--- src/rtl/ies_pkg.sv ---
package ies_pkg;

   typedef enum logic [2:0] {
      ST_IDLE,
      ST_ACK,
      ST_SAVE,
      ST_CLRF,
      ST_PUSHF,
      ST_PUSHPC,
      ST_IPL,
      ST_DONE
   } ies_state_e;

   localparam int FB_IEN  = 0;
   localparam int FB_DBG  = 1;
   localparam int FB_USEL = 2;

endpackage

--- src/rtl/ies_req_bank.sv ---
module ies_req_bank #(
   parameter int NSRC = 8,
   localparam int IDX_W = $clog2(NSRC)
) (
   input  logic             clk,
   input  logic             rst_n,
   input  logic [NSRC-1:0]  hw_set,
   input  logic             sw_we,
   input  logic [IDX_W-1:0] sw_idx,
   input  logic             sw_val,
   input  logic             acc_clr,
   input  logic [IDX_W-1:0] acc_idx,
   output logic [NSRC-1:0]  pend
);

   for (genvar g = 0; g < NSRC; g++) begin : g_bit
      logic clr_g;
      assign clr_g = (sw_we && !sw_val && sw_idx == IDX_W'(g)) ||
                     (acc_clr && acc_idx == IDX_W'(g));
      always_ff @(posedge clk or negedge rst_n) begin
         if (!rst_n) pend[g] <= 1'b0;
         else        pend[g] <= hw_set[g] | (pend[g] & ~clr_g);
      end
   end

endmodule

--- src/rtl/ies_arbiter.sv ---
module ies_arbiter #(
   parameter int NSRC  = 8,
   parameter int LVL_W = 3,
   localparam int IDX_W = $clog2(NSRC)
) (
   input  logic [NSRC-1:0]       pend,
   input  logic [NSRC*LVL_W-1:0] lvl_flat,
   output logic                  win_any,
   output logic [IDX_W-1:0]      win_idx,
   output logic [LVL_W-1:0]      win_lvl
);

   always_comb begin
      win_any = 1'b0;
      win_idx = '0;
      win_lvl = '0;
      // scan downwards with >= so the lowest index wins a tie
      for (int i = NSRC - 1; i >= 0; i--) begin
         if (pend[i] && (!win_any || lvl_flat[i*LVL_W +: LVL_W] >= win_lvl)) begin
            win_any = 1'b1;
            win_idx = IDX_W'(i);
            win_lvl = lvl_flat[i*LVL_W +: LVL_W];
         end
      end
   end

endmodule

--- src/rtl/ies_stack.sv ---
module ies_stack #(
   parameter int          ADDR_W  = 16,
   parameter int unsigned ISP_RST = 32'h0400,
   parameter int unsigned USP_RST = 32'h0800
) (
   input  logic              clk,
   input  logic              rst_n,
   input  logic              use_usp,
   input  logic              dec,
   output logic [ADDR_W-1:0] sp_cur
);

   logic [ADDR_W-1:0] sp_q [2];

   for (genvar g = 0; g < 2; g++) begin : g_sp
      localparam logic [ADDR_W-1:0] RST_V = (g == 0) ? ADDR_W'(ISP_RST) : ADDR_W'(USP_RST);
      logic sel_g;
      assign sel_g = (g == 1) ? use_usp : !use_usp;
      always_ff @(posedge clk or negedge rst_n) begin
         if (!rst_n)            sp_q[g] <= RST_V;
         else if (dec && sel_g) sp_q[g] <= sp_q[g] - 1'b1;
      end
   end

   assign sp_cur = use_usp ? sp_q[1] : sp_q[0];

endmodule

--- src/rtl/int_entry_seq.sv ---
module int_entry_seq
   import ies_pkg::*;
#(
   parameter int          NSRC         = 8,
   parameter int          LVL_W        = 3,
   parameter int          ADDR_W       = 16,
   parameter int          DATA_W       = 16,
   parameter int          FLG_W        = 16,
   parameter int          IPL_LSB      = 12,
   parameter int          NUM_W        = 6,
   parameter int          SWI_KEEP_MIN = 32,
   parameter int unsigned ISP_RST      = 32'h0400,
   parameter int unsigned USP_RST      = 32'h0800,
   localparam int         IDX_W        = $clog2(NSRC)
) (
   input  logic                   clk,
   input  logic                   rst_n,
   input  logic [NSRC-1:0]        src_req,
   input  logic [NSRC*LVL_W-1:0]  src_lvl,
   input  logic                   req_wr,
   input  logic [IDX_W-1:0]       req_wr_idx,
   input  logic                   req_wr_val,
   output logic [NSRC-1:0]        req_pend,
   input  logic                   flg_wr,
   input  logic [FLG_W-1:0]       flg_wr_data,
   output logic [FLG_W-1:0]       flg_out,
   input  logic                   insn_done,
   input  logic                   insn_susp,
   input  logic                   swi_valid,
   input  logic [NUM_W-1:0]       swi_num,
   input  logic [DATA_W-1:0]      pc_in,
   output logic                   busy,
   output logic                   bus_rd,
   output logic                   bus_we,
   output logic [ADDR_W-1:0]      bus_addr,
   output logic [DATA_W-1:0]      bus_wdata,
   input  logic                   bus_rdy,
   output logic                   vec_valid,
   output logic [NUM_W-1:0]       vec_num
);

   if (NSRC < 2 || NSRC > (1 << NUM_W)) begin : g_bad_nsrc
      $error("NSRC must lie between 2 and 2**NUM_W");
   end
   if (IPL_LSB <= FB_USEL || IPL_LSB + LVL_W > FLG_W) begin : g_bad_ipl
      $error("priority field overlaps control bits or exceeds the flag word");
   end
   if (FLG_W > DATA_W) begin : g_bad_flg
      $error("flag word must fit one stack word");
   end
   if (SWI_KEEP_MIN >= (1 << NUM_W)) begin : g_bad_swi
      $error("SWI_KEEP_MIN must be a representable vector number");
   end

   ies_state_e          state;
   logic [FLG_W-1:0]    flg;
   logic [FLG_W-1:0]    tmp;
   logic [DATA_W-1:0]   pc_lat;
   logic [NUM_W-1:0]    num_lat;
   logic [LVL_W-1:0]    lvl_lat;
   logic                keep_u;

   logic                win_any;
   logic [IDX_W-1:0]    win_idx;
   logic [LVL_W-1:0]    win_lvl;
   logic [LVL_W-1:0]    cur_ipl;
   logic                idle;
   logic                acc_swi;
   logic                acc_hw;
   logic                accept;
   logic [ADDR_W-1:0]   sp_cur;
   logic                push_go;

   assign idle    = (state == ST_IDLE);
   assign cur_ipl = flg[IPL_LSB +: LVL_W];
   assign acc_swi = idle && insn_done && swi_valid;
   assign acc_hw  = idle && !acc_swi && (insn_done || insn_susp) &&
                    flg[FB_IEN] && win_any && (win_lvl > cur_ipl);
   assign accept  = acc_swi || acc_hw;

   ies_req_bank #(.NSRC(NSRC)) u_bank (
      .clk     (clk),
      .rst_n   (rst_n),
      .hw_set  (src_req),
      .sw_we   (req_wr),
      .sw_idx  (req_wr_idx),
      .sw_val  (req_wr_val),
      .acc_clr (acc_hw),
      .acc_idx (win_idx),
      .pend    (req_pend)
   );

   ies_arbiter #(.NSRC(NSRC), .LVL_W(LVL_W)) u_arb (
      .pend     (req_pend),
      .lvl_flat (src_lvl),
      .win_any  (win_any),
      .win_idx  (win_idx),
      .win_lvl  (win_lvl)
   );

   ies_stack #(.ADDR_W(ADDR_W), .ISP_RST(ISP_RST), .USP_RST(USP_RST)) u_stk (
      .clk     (clk),
      .rst_n   (rst_n),
      .use_usp (flg[FB_USEL]),
      .dec     (push_go),
      .sp_cur  (sp_cur)
   );

   always_ff @(posedge clk or negedge rst_n) begin
      if (!rst_n) begin
         state   <= ST_IDLE;
         flg     <= '0;
         tmp     <= '0;
         pc_lat  <= '0;
         num_lat <= '0;
         lvl_lat <= '0;
         keep_u  <= 1'b0;
      end else begin
         unique case (state)
            ST_IDLE: begin
               if (accept) begin
                  state   <= ST_ACK;
                  pc_lat  <= pc_in;
                  num_lat <= acc_swi ? swi_num : NUM_W'(win_idx);
                  lvl_lat <= acc_swi ? cur_ipl : win_lvl;
                  keep_u  <= acc_swi && (swi_num >= NUM_W'(SWI_KEEP_MIN));
               end else if (flg_wr) begin
                  flg <= flg_wr_data;
               end
            end
            ST_ACK:    if (bus_rdy) state <= ST_SAVE;
            ST_SAVE: begin
               tmp   <= flg;
               state <= ST_CLRF;
            end
            ST_CLRF: begin
               flg[FB_IEN] <= 1'b0;
               flg[FB_DBG] <= 1'b0;
               if (!keep_u) flg[FB_USEL] <= 1'b0;
               state <= ST_PUSHF;
            end
            ST_PUSHF:  if (bus_rdy) state <= ST_PUSHPC;
            ST_PUSHPC: if (bus_rdy) state <= ST_IPL;
            ST_IPL: begin
               flg[IPL_LSB +: LVL_W] <= lvl_lat;
               state <= ST_DONE;
            end
            ST_DONE:   state <= ST_IDLE;
            default:   state <= ST_IDLE;
         endcase
      end
   end

   assign bus_rd    = (state == ST_ACK);
   assign bus_we    = (state == ST_PUSHF) || (state == ST_PUSHPC);
   assign push_go   = bus_we && bus_rdy;
   assign bus_addr  = bus_we ? (sp_cur - 1'b1) : '0;
   assign bus_wdata = (state == ST_PUSHF) ? DATA_W'(tmp) : pc_lat;
   assign busy      = !idle;
   assign vec_valid = (state == ST_DONE);
   assign vec_num   = num_lat;
   assign flg_out   = flg;

endmodule

--- config.mk ---
export PLATFORM = sky130hd
export DESIGN_NAME = int_entry_seq
export DESIGN_NICKNAME = d
export VERILOG_FILES = /design/src/rtl/ies_pkg.sv /design/src/rtl/ies_req_bank.sv /design/src/rtl/ies_arbiter.sv /design/src/rtl/ies_stack.sv /design/src/rtl/int_entry_seq.sv
export SDC_FILE = /design/constraint.sdc
export NUM_CORES = 1
export LEC_CHECK = 0
export ABC_AREA = 1
export CAP_MARGIN = 0
export CORE_AREA = 2 2 135 137
export DETAILED_ROUTE_END_ITERATION = 16
export DIE_AREA = 0 0 137 139
export DONT_BUFFER_PORTS = 1
export GPL_ROUTABILITY_DRIVEN = 0
export GPL_TIMING_DRIVEN = 1
export SLEW_MARGIN = 10
export SYNTH_ARGS = -nofsm -noshare
export SYNTH_HDL_FRONTEND = slang
export SYNTH_SLANG_ARGS = --single-unit
--- constraint.sdc ---
create_clock -name clk -period 17.9 [get_ports clk]
set_input_delay 1.79 -clock clk [delete_from_list [all_inputs] [get_ports clk]]
set_output_delay 1.79 -clock clk [all_outputs]
set_load 0.02 [all_outputs]
==> flow_metrics.py, run 1 <==
metrics = {
    "floorplan": {
        "initial_utilization_pct": 34.4,
        "die-area_um2": 19000,
        "coreArea_um2": 17700,
        "rows": 49,
        "dieHeight_um": 139,
        "io_pins": 148,
        "die_w_um": 137,
    },
    "grt": {
        "grt_pass1_vias": 4736,
        "overflow": 0,
        "grt_pass1_wl_um": 25000,
        "antenna_found_initial": 1,
        "grt_max_degree": 102,
        "grt_usage_pct": 16.6,
    },
    "yosys": {
        "yosys_warnings": 0,
        "synth_ff_type": "dfrtp_1",
        "synth-seq-cells": 101,
        "yosysSeqAreaShare_pct": 41.7,
        "syn-num-nets": 883,
        "synth-edff-count": 0,
        "ys_types": 48,
        "avgSynthCellArea_um2": 7.83,
        "synth_cells": 775,
        "netlist_area_um2": 6070,
        "synthArstFlopShare_pct": 100,
    },
    "finish": {
        "final_core_utilization_pct": 37.1,
        "fin_nets": 874,
        "fin_cells": 1001,
        "fin_area_um2": 6540,
        "layout-drive-gt1-share_pct": 7.00,
        "area_delta_synth_final_pct": 7.88,
    },
    "power": {
        "vdd_ir_drop_max_uv": 75.5,
        "p_per_area_nw_per_um2": 203,
        "leakage_nw": 3.30,
    },
    "worst_setup_path": {
        "start_kind": "input pin",
        "cp_num_buf_inv": 4,
        "cp.arrival_ns": 11.68,
        "worstPathMaxFanout": 20,
        "path_delay_family": "simple AND/OR/NAND/NOR gates",
        "reg2reg_slack_ns": 7.15,
        "reg2reg_to": "flg_out[3]",
        "crit_path_max_incr_delay_ns": 0.60,
        "critPathKind": "input pin to flop",
        "cp.required_ns": 18.11,
        "end_kind": "flop",
        "timing.rr.start": "u_bank.pend[7]",
        "slowest_stage": "nand3_1",
        "r2r_cells": 57,
        "worst_path_most_repeated_cell": "nand2_1",
    },
    "cts": {
        "cts_resized": 0,
        "insertion_delay_ns": 0.35,
        "cts.sinks": 101,
        "root_buffer": "clkbuf_16",
        "cts_buffers": 9,
        "clk_pin_slew_worst_paths_ns": 0.07,
        "clockBufferDepth": 2,
        "cts_tree": "built",
        "postCtsSetupRepairBufs": 0,
        "h-tree-depth": 3,
        "cts_hold_buffers": 0,
    },
    "drt": {
        "drc": 0,
        "firstDrtPassIters": 5,
        "antenna_left": 0,
        "vias": 4895,
        "via_per_inst": 4.89,
        "wl_um": 15300,
        "wl_per_cell_um": 15.3,
        "drt_iter0_markers": 273,
    },
    "timing": {
        "finalSetupViolCount": 0,
        "finClkSkew_ns": 0.0101,
        "timing.slew.headroom_pct": 26.2,
        "hold_violations": 0,
        "worst_pin_slew_ns": 1.10,
        "rsz0062_at_grt": "false",
        "finalCritPeriodShare_pct": 64.1,
        "fin_setup_tns_ns": 0,
        "fmaxAchievable_mhz": 87.1,
        "min_period_ns": 11.48,
        "final_max_slew_viol_count": 0,
        "fin_ws_ns": 6.42,
    },
    "worst_hold_path": {
        "hold_path.class": "flop to flop",
        "hold_path_depth": 1,
        "hold_start": "u_stk.sp_q[7]",
        "min_delay_worst_endpoint": "u_stk.sp_q[7]",
    },
    "placement": {
        "pre_cts_ws_ns": 6.05,
        "io_buffers": 0,
        "placed_area_um2": 6260,
        "dp.cells": 984,
        "hpwl_um": 11700,
    },
    "run": {
        "maxCapViolCount": 0,
    },
    "status": {
        "status": "complete, no violations",
    },
}
## logic make-up after synthesis
logic type | after synthesis | synth area share (%)
buffers and inverters | 130 | 8.37
multiplexers | 4 | 0.660
flip-flops | 101 | 41.7
XOR/XNOR | 32 | 4.62
AO/OA/AOI/OAI | 155 | 14.0
AND/OR/NAND/NOR | 327 | 25.2
adder cells (fa/ha/maj) | 26 | 5.36
## flip-flops by register name (all words and copies together), names as in the netlist
signal and cells:
u_stk.sp_q 32, flg_out 16, pc_lat 16, tmp 16, u_bank.pend 8, vec_num 6
lvl_lat 3, state 3, keep_u 1
## cell type report
type                    count  area (um2)
well taps                 229         287
inverters                 109         409
clock buffers              12         246
diodes                      1        2.50
fillers                  1890       11100
clock inverters             4        33.8
repair buffers              1        7.51
multi-input cells         544        3030
flip-flops and latches    101        2530
## layout by cell type, fill, tap and decap left out, types with 18 or more instances in the layout
master and instances:
nand2_1 130, inv_1 104, xor2_1 27, nor2_1 77, a21oi_1 56, nand3_1 55, ha_1 26, dfrtp_1 99
o21ai_0 59, o21ai_1 18
## metrics by stage
step | power, mW | hold slack, ns
2_1_floorplan | 1.01 | 0.441
3_3_place_gp | 1.14 | 0.454
3_5_place_dp | 1.15 | 0.458
4_1_cts | 1.34 | 0.471
5_1_grt | 1.48 | 0.489
6_report | 1.33 | 0.468
## cells in the mapped netlist, drive strengths merged, types with 4 or more instances
| master | number | share of area, % |
|---|---|---|
| nand2 | 138 | 9.0 |
| nor2 | 82 | 5.7 |
| xnor2 | 5 | 0.72 |
| dfrtp | 99 | 41 |
| or2 | 11 | 1.1 |
| o2111ai | 5 | 0.82 |
| buf | 10 | 0.95 |
| nor4 | 4 | 0.52 |
| a21oi | 57 | 4.8 |
| mux2i | 4 | 0.66 |
| clkbuf | 11 | 0.68 |
| nand3 | 57 | 4.9 |
| inv | 107 | 6.6 |
| nor3 | 15 | 1.9 |
| nand4 | 8 | 0.83 |
| o21ai | 77 | 6.4 |
| and2 | 9 | 0.93 |
| ha | 26 | 5.4 |
| o21bai | 4 | 0.50 |
| xor2 | 27 | 3.9 |
## worst max-delay path by stage
stage / from / endpoint / slack [ns] / cells past startpoint
2_1_floorplan: src_lvl[23] / flg_out[14] / 7.57 / 60
3_3_place_gp: src_lvl[23] / flg_out[4] / 6.42 / 57
3_5_place_dp: src_lvl[23] / flg_out[3] / 6.05 / 57
4_1_cts: src_lvl[23] / flg_out[3] / 6.38 / 57
5_1_grt: src_lvl[23] / flg_out[4] / 5.20 / 57
6_report: src_lvl[23] / flg_out[3] / 6.42 / 57
## layer usage
metal,up-vias,routed length [um],GRT usage [%]
li1,2514,-,-
met1,2230,7080,22.4
met2,135,6550,24.8
met3,16,1360,5.19
met4,0,323,6.40
met5,-,0,0
## where the power goes
group,leakage (nW),switching (mW),internal [mW],total (mW)
sequential,1.20,0.0956,0.318,0.414
combinational,1.97,0.486,0.238,0.724
clock,0.133,0.0913,0.0992,0.190
(Power assumes the default switching activity.)
==> run 2, diff against run 1 <==
- clock period: 17.9 -> 10.1 ns (I/O delays scaled with it)
==> run 2 against run 1 <==
Design area is 3.5% higher. Wire length rose by 2.5%. Clock skew fell by 0.0034 ns. Via count rose by 2.3%. Hold slack worse by 0.11 ns. Total power is 91% higher. Critical endpoint is now flg_out[14]. Highest routed layer unchanged.
==> flow_metrics.py, run 2 (synthesized netlist as in run 1, its figures left out) <==
metrics = {
    "worst_setup_path": {
        "end_kind": "flop",
        "crit_path_max_incr_delay_ns": 0.32,
        "cp.arrival_ns": 9.63,
        "worstPathMaxFanout": 8,
        "start_kind": "input pin",
        "cp.required_ns": 10.32,
        "timing.rr.start": "u_bank.pend[7]",
        "reg2reg_to": "flg_out[14]",
        "reg2reg_slack_ns": 0.91,
        "slowest_stage": "ha_1",
        "r2r_cells": 59,
        "critPathKind": "input pin to flop",
    },
    "worst_hold_path": {
        "hold_path.class": "input pin to async pin",
    },
    "run": {
        "maxCapViolCount": 0,
    },
    "finish": {
        "fin_nets": 891,
        "largest_reg_flops": 32,
        "layout-drive-gt1-share_pct": 11.3,
        "final_common_cell": "nand2_1",
        "mostFrequentLayoutCells": "126 x nand2_1, 104 x inv_1, 99 x dfrtp_1",
        "top_register": "u_stk.sp_q",
        "area_delta_synth_final_pct": 11.7,
        "n_antenna_cell": 0,
    },
    "power": {
        "power.total_mw": 2.53,
        "leakage_nw": 3.41,
        "p_per_area_nw_per_um2": 374,
        "vdd_ir_drop_max_uv": 133,
    },
    "drt": {
        "drc": 0,
        "via_per_inst": 4.93,
        "wl_um": 15700,
        "vias": 5006,
        "antenna_left": 0,
        "wl_per_cell_um": 15.5,
        "drt_iter0_markers": 237,
        "firstDrtPassIters": 4,
    },
    "grt": {
        "antenna_found_initial": 0,
        "grtUsageMet1_pct": 23.1,
        "grt_max_degree": 102,
        "grtUsageMet3_pct": 3.84,
        "overflow": 0,
        "grt_pass1_vias": 4801,
        "met2_usage_pct": 26.3,
        "grt_pass1_wl_um": 25200,
        "gr-max-usage-layer": "met2",
        "grt_usage_pct": 16.7,
    },
    "timing": {
        "worst_pin_slew_ns": 1.12,
        "finalCritPeriodShare_pct": 93.2,
        "fmaxAchievable_mhz": 106,
        "min_period_ns": 9.41,
        "final_max_slew_viol_count": 0,
        "fin_ws_ns": 0.687,
        "hold_violations": 0,
        "timing.slew.headroom_pct": 25.1,
        "fin_setup_tns_ns": 0,
        "finClkSkew_ns": 0.00668,
        "finalSetupViolCount": 0,
    },
    "placement": {
        "io_buffers": 0,
        "pre_cts_ws_ns": -0.263,
        "hpwl_um": 11900,
    },
    "cts": {
        "insertion_delay_ns": 0.34,
        "cts_buffers": 9,
        "cts_tree": "built",
        "clockBufferDepth": 2,
        "clk_pin_slew_worst_paths_ns": 0.07,
        "root_buffer": "clkbuf_16",
        "cts.sinks": 101,
        "h-tree-depth": 3,
        "cts_hold_buffers": 0,
    },
    "floorplan": {
        "die-area_um2": 19000,
        "die_w_um": 137,
        "coreArea_um2": 17700,
        "io_pins": 148,
        "dieHeight_um": 139,
        "rows": 49,
        "initial_utilization_pct": 34.4,
    },
    "status": {
        "status": "complete, no violations",
    },
}
==> run 2: cell types whose count changed in the layout (fill, tap and decap cells not counted), moves of 3 or more <==
cell / change
clkinv_4: -3
o2111ai_2: +4
nand2_2: +4
nand2_1: -4
clkinv_2: +3
o21ai_0: -3
buf_4: +16
o2111ai_1: -4
a21oi_1: -3
a21oi_2: +3
==> run 2: how the worst max path moves through the flow <==
stage / from / to / slack (ns) / cells past startpoint
floorplan: src_lvl[23] / flg_out[14] / 0.55 / 60
global placement: src_lvl[23] / flg_out[1] / 0.09 / 58
detailed placement: src_lvl[23] / flg_out[0] / -0.26 / 58
CTS: src_lvl[23] / flg_out[0] / 0.09 / 58
global route: src_lvl[21] / flg_out[14] / -0.02 / 61
finish: src_lvl[23] / flg_out[14] / 0.69 / 59
==> run 2: what timing repair did <==
action,in CTS,in global routing
endpoints found under the setup margin,0,52
resized for setup,0,23
buffers inserted,0,12
==> run 2: area by class of cell <==
type	count	area [um2]
clock buffers	11	243
clock inverters	4	23.8
fillers	1889	10900
inverters	109	412
multi-input cells	544	3130
flip-flops and latches	101	2530
well taps	229	287
repair buffers	18	148
==> run 2: where the power goes <==
group / internal, mW / total, mW / switching (mW)
Sequential: 0.564 / 0.739 / 0.175
Combinational: 0.547 / 1.47 / 0.921
Clock: 0.173 / 0.327 / 0.154
==> run 2: worst max-delay path: cells and delay by family <==
family	cells	cell delay [ns]
AND/OR/NAND/NOR	33	4.01
adder cells (fa/ha/maj)	8	2.23
buffers and inverters	4	0.27
AO/OA/AOI/OAI	14	2.11
==> run 2: through the flow <==
step | cells | hold WS, ns | util [%] | area, um2
3_3_place_gp | 989 | 0.456 | 35.7 | 6310
2_1_floorplan | 775 | 0.441 | - | 6070
3_5_place_dp | 989 | 0.458 | 35.7 | 6310
6_report | 1016 | 0.362 | 38.4 | 6770
4_1_cts | 1004 | 0.348 | 37.3 | 6580
5_1_grt | 1016 | 0.343 | 38.4 | 6770
==> run 2: metal layers <==
metal / routed length [um] / vias to the layer above
met1: 7430 / 2316
met3: 914 / 13
met5: 0 / -
met2: 7090 / 125
met4: 264 / 0
li1: - / 2552
==> run 3, diff against run 2 <==
- ABC_AREA: 1 -> not set
- CORE_AREA: 2 2 135 137 -> 2 2 136 138
- DIE_AREA: 0 0 137 139 -> 0 0 138 140
==> run 3 against run 2 <==
The run now ends with negative setup slack left. Global-route usage grew 0.64 points. Total power grew 7.9%. Flip-flop and latch count is the same. Sequential power grew 9.2%. Fmax shrank 8.4%. Largest cell class unchanged.
==> flow_metrics.py, run 3 <==
metrics = {
    "floorplan": {
        "coreArea_um2": 17800,
        "io_pins": 148,
        "dieHeight_um": 140,
        "initial_utilization_pct": 34.4,
        "die-area_um2": 19300,
        "die_w_um": 138,
        "rows": 49,
    },
    "drt": {
        "drc": 0,
        "wl_per_cell_um": 18.5,
        "wl_um": 17100,
        "drt_iter0_markers": 190,
        "antenna_left": 0,
        "firstDrtPassIters": 5,
        "vias": 5032,
        "via_per_inst": 5.42,
    },
    "grt": {
        "antenna_found_initial": 0,
        "grt_pass1_vias": 5294,
        "overflow": 0,
        "grt_usage_pct": 17.4,
        "grtUsageMet1_pct": 20.6,
        "grt_pass1_wl_um": 27200,
        "gr-max-usage-layer": "met2",
        "grtUsageMet3_pct": 5.95,
        "grt_max_degree": 102,
        "met2_usage_pct": 29.4,
    },
    "power": {
        "power.total_mw": 2.73,
        "vdd_ir_drop_max_uv": 165,
        "leakage_nw": 3.52,
        "p_per_area_nw_per_um2": 350,
    },
    "worst_setup_path": {
        "critPathKind": "input pin to flop",
        "end_kind": "flop",
        "cp.arrival_ns": 10.50,
        "cp.required_ns": 10.33,
        "worstPathMaxFanout": 8,
        "path_delay_family": "compound AO/OA/AOI/OAI gates",
        "crit_path_max_incr_delay_ns": 0.42,
        "cp_num_buf_inv": 7,
        "slowest_stage": "a222oi_1",
        "worst_path_most_repeated_cell": "ha_1",
        "start_kind": "input pin",
    },
    "yosys": {
        "synth_ff_type": "dfrtp_1",
        "ys_types": 64,
        "synth_cells": 620,
        "synth-seq-cells": 101,
        "synthArstFlopShare_pct": 100,
        "synth_top_area_share_pct": 40.5,
        "synth.most_common_cell": "dfrtp_1",
        "avgSynthCellArea_um2": 9.86,
        "synth.area.top_cells": "dfrtp_1 41%, mux2_2 11%, ha_1 5.3%",
        "netlist_area_um2": 6110,
        "post-synth-top-area-cell": "dfrtp_1",
        "yosysSeqAreaShare_pct": 41.4,
        "synth-edff-count": 0,
        "syn-num-nets": 728,
        "yosys_warnings": 0,
        "synthTopCellsByCount": "99 x dfrtp_1, 61 x mux2_2, 52 x nand2_1",
    },
    "cts": {
        "clk_pin_slew_worst_paths_ns": 0.07,
        "cts_tree": "built",
        "root_buffer": "clkbuf_16",
        "cts_hold_buffers": 0,
        "cts_buffers": 9,
        "clockBufferDepth": 2,
        "cts.sinks": 101,
        "insertion_delay_ns": 0.35,
        "h-tree-depth": 3,
    },
    "timing": {
        "hold_violations": 0,
        "finalSetupViolCount": 47,
        "timing.slew.headroom_pct": 38.8,
        "rsz0062_at_grt": "true",
        "finalCritPeriodShare_pct": 102,
        "worst_pin_slew_ns": 0.914,
        "min_period_ns": 10.27,
        "final_max_slew_viol_count": 0,
        "fmaxAchievable_mhz": 97.3,
        "fin_ws_ns": -0.174,
        "finClkSkew_ns": 0.00679,
    },
    "finish": {
        "fillers": 1681,
        "multiInputGateArea_um2": 3770,
        "largest_reg_flops": 32,
        "n_antenna_cell": 0,
        "top_register": "u_stk.sp_q",
        "fin_nets": 802,
        "final_core_utilization_pct": 43.9,
        "mostFrequentLayoutCells": "98 x dfrtp_1, 78 x buf_4, 50 x mux2_2",
        "final_common_cell": "dfrtp_1",
        "area_delta_synth_final_pct": 27.8,
        "layout-drive-gt1-share_pct": 34.0,
        "register_area_um2": 2530,
        "fin_area_um2": 7810,
    },
    "worst_hold_path": {
        "hold_path.class": "input pin to async pin",
    },
    "run": {
        "maxCapViolCount": 0,
    },
    "status": {
        "status": "finished with violations",
        "violations": "negative setup slack",
    },
    "placement": {
        "placed_area_um2": 6910,
        "io_buffers": 0,
        "hpwl_um": 12500,
    },
}
## run 3: cell type report
class / instances / share of cell area (%)
clock buffer: 12 / 3.03
clock inverter: 4 / 1.25
inverter: 35 / 1.71
multi-input combinational: 459 / 48.3
sequential: 101 / 32.4
tap: 229 / 3.67
timing repair buffer: 88 / 9.69
## run 3: logic make-up (layout without fill, tap and decap cells)
family	count (synthesis)	in the layout	share of synthesized area (%)
adder cells (fa/ha/maj)	26	26	5.32
flip-flops	101	101	41.4
AO/OA/AOI/OAI	104	104	11.6
XOR/XNOR	42	42	6.02
AND/OR/NAND/NOR	205	205	17.0
multiplexers	82	82	14.8
buffers and inverters	60	139	3.95
## run 3: final timing paths
path | from | to | slack (ns) | depth (start not counted)
worst max-delay path | src_lvl[21] | flg_out[1] | -0.17 | 56
worst min-delay path | rst_n | u_stk.sp_q[7] | 0.36 | 0
worst max register to register | u_bank.pend[7] | flg_out[1] | -0.05 | 55
worst min register to register | u_stk.sp_q[15] | u_stk.sp_q[15] | 0.47 | 1
max in group asynchronous | rst_n | u_stk.sp_q[26] | 9.55 | 0
min in group clk | u_stk.sp_q[15] | u_stk.sp_q[15] | 0.47 | 1
## run 3: through the flow
step	setup TNS [ns]	instances	hold slack, ns	setup WS [ns]
after floorplan	-46.41	620	0.441	-1.08
after global placement	-19.51	887	0.459	-0.467
after detailed placement	-42.12	887	0.461	-0.906
after CTS	-4.85	924	0.341	-0.151
after global routing	-29.08	928	0.335	-0.653
final	-5.99	928	0.358	-0.174
## run 3: what timing repair did
item	in CTS	in global routing
gates cloned	2	0
pin swaps	39	19
setup endpoints to repair	51	51
setup buffers	19	4
resized for setup	62	14
## run 3: metal layers
layer | up-vias | part of all wire (%)
met2 | 183 | 47
met1 | 2465 | 42
met5 | - | 0
met3 | 24 | 8.2
met4 | 0 | 2.2
li1 | 2360 | -
## run 3: report_power, final
| part | switching [mW] | total (mW) | leakage, nW | internal [mW] |
|---|---|---|---|---|
| clock network | 0.150 | 0.392 | 0.157 | 0.243 |
| registers | 0.229 | 0.807 | 1.21 | 0.578 |
| logic | 0.749 | 1.53 | 2.15 | 0.785 |
| total | 1.13 | 2.73 | 3.52 | 1.61 |
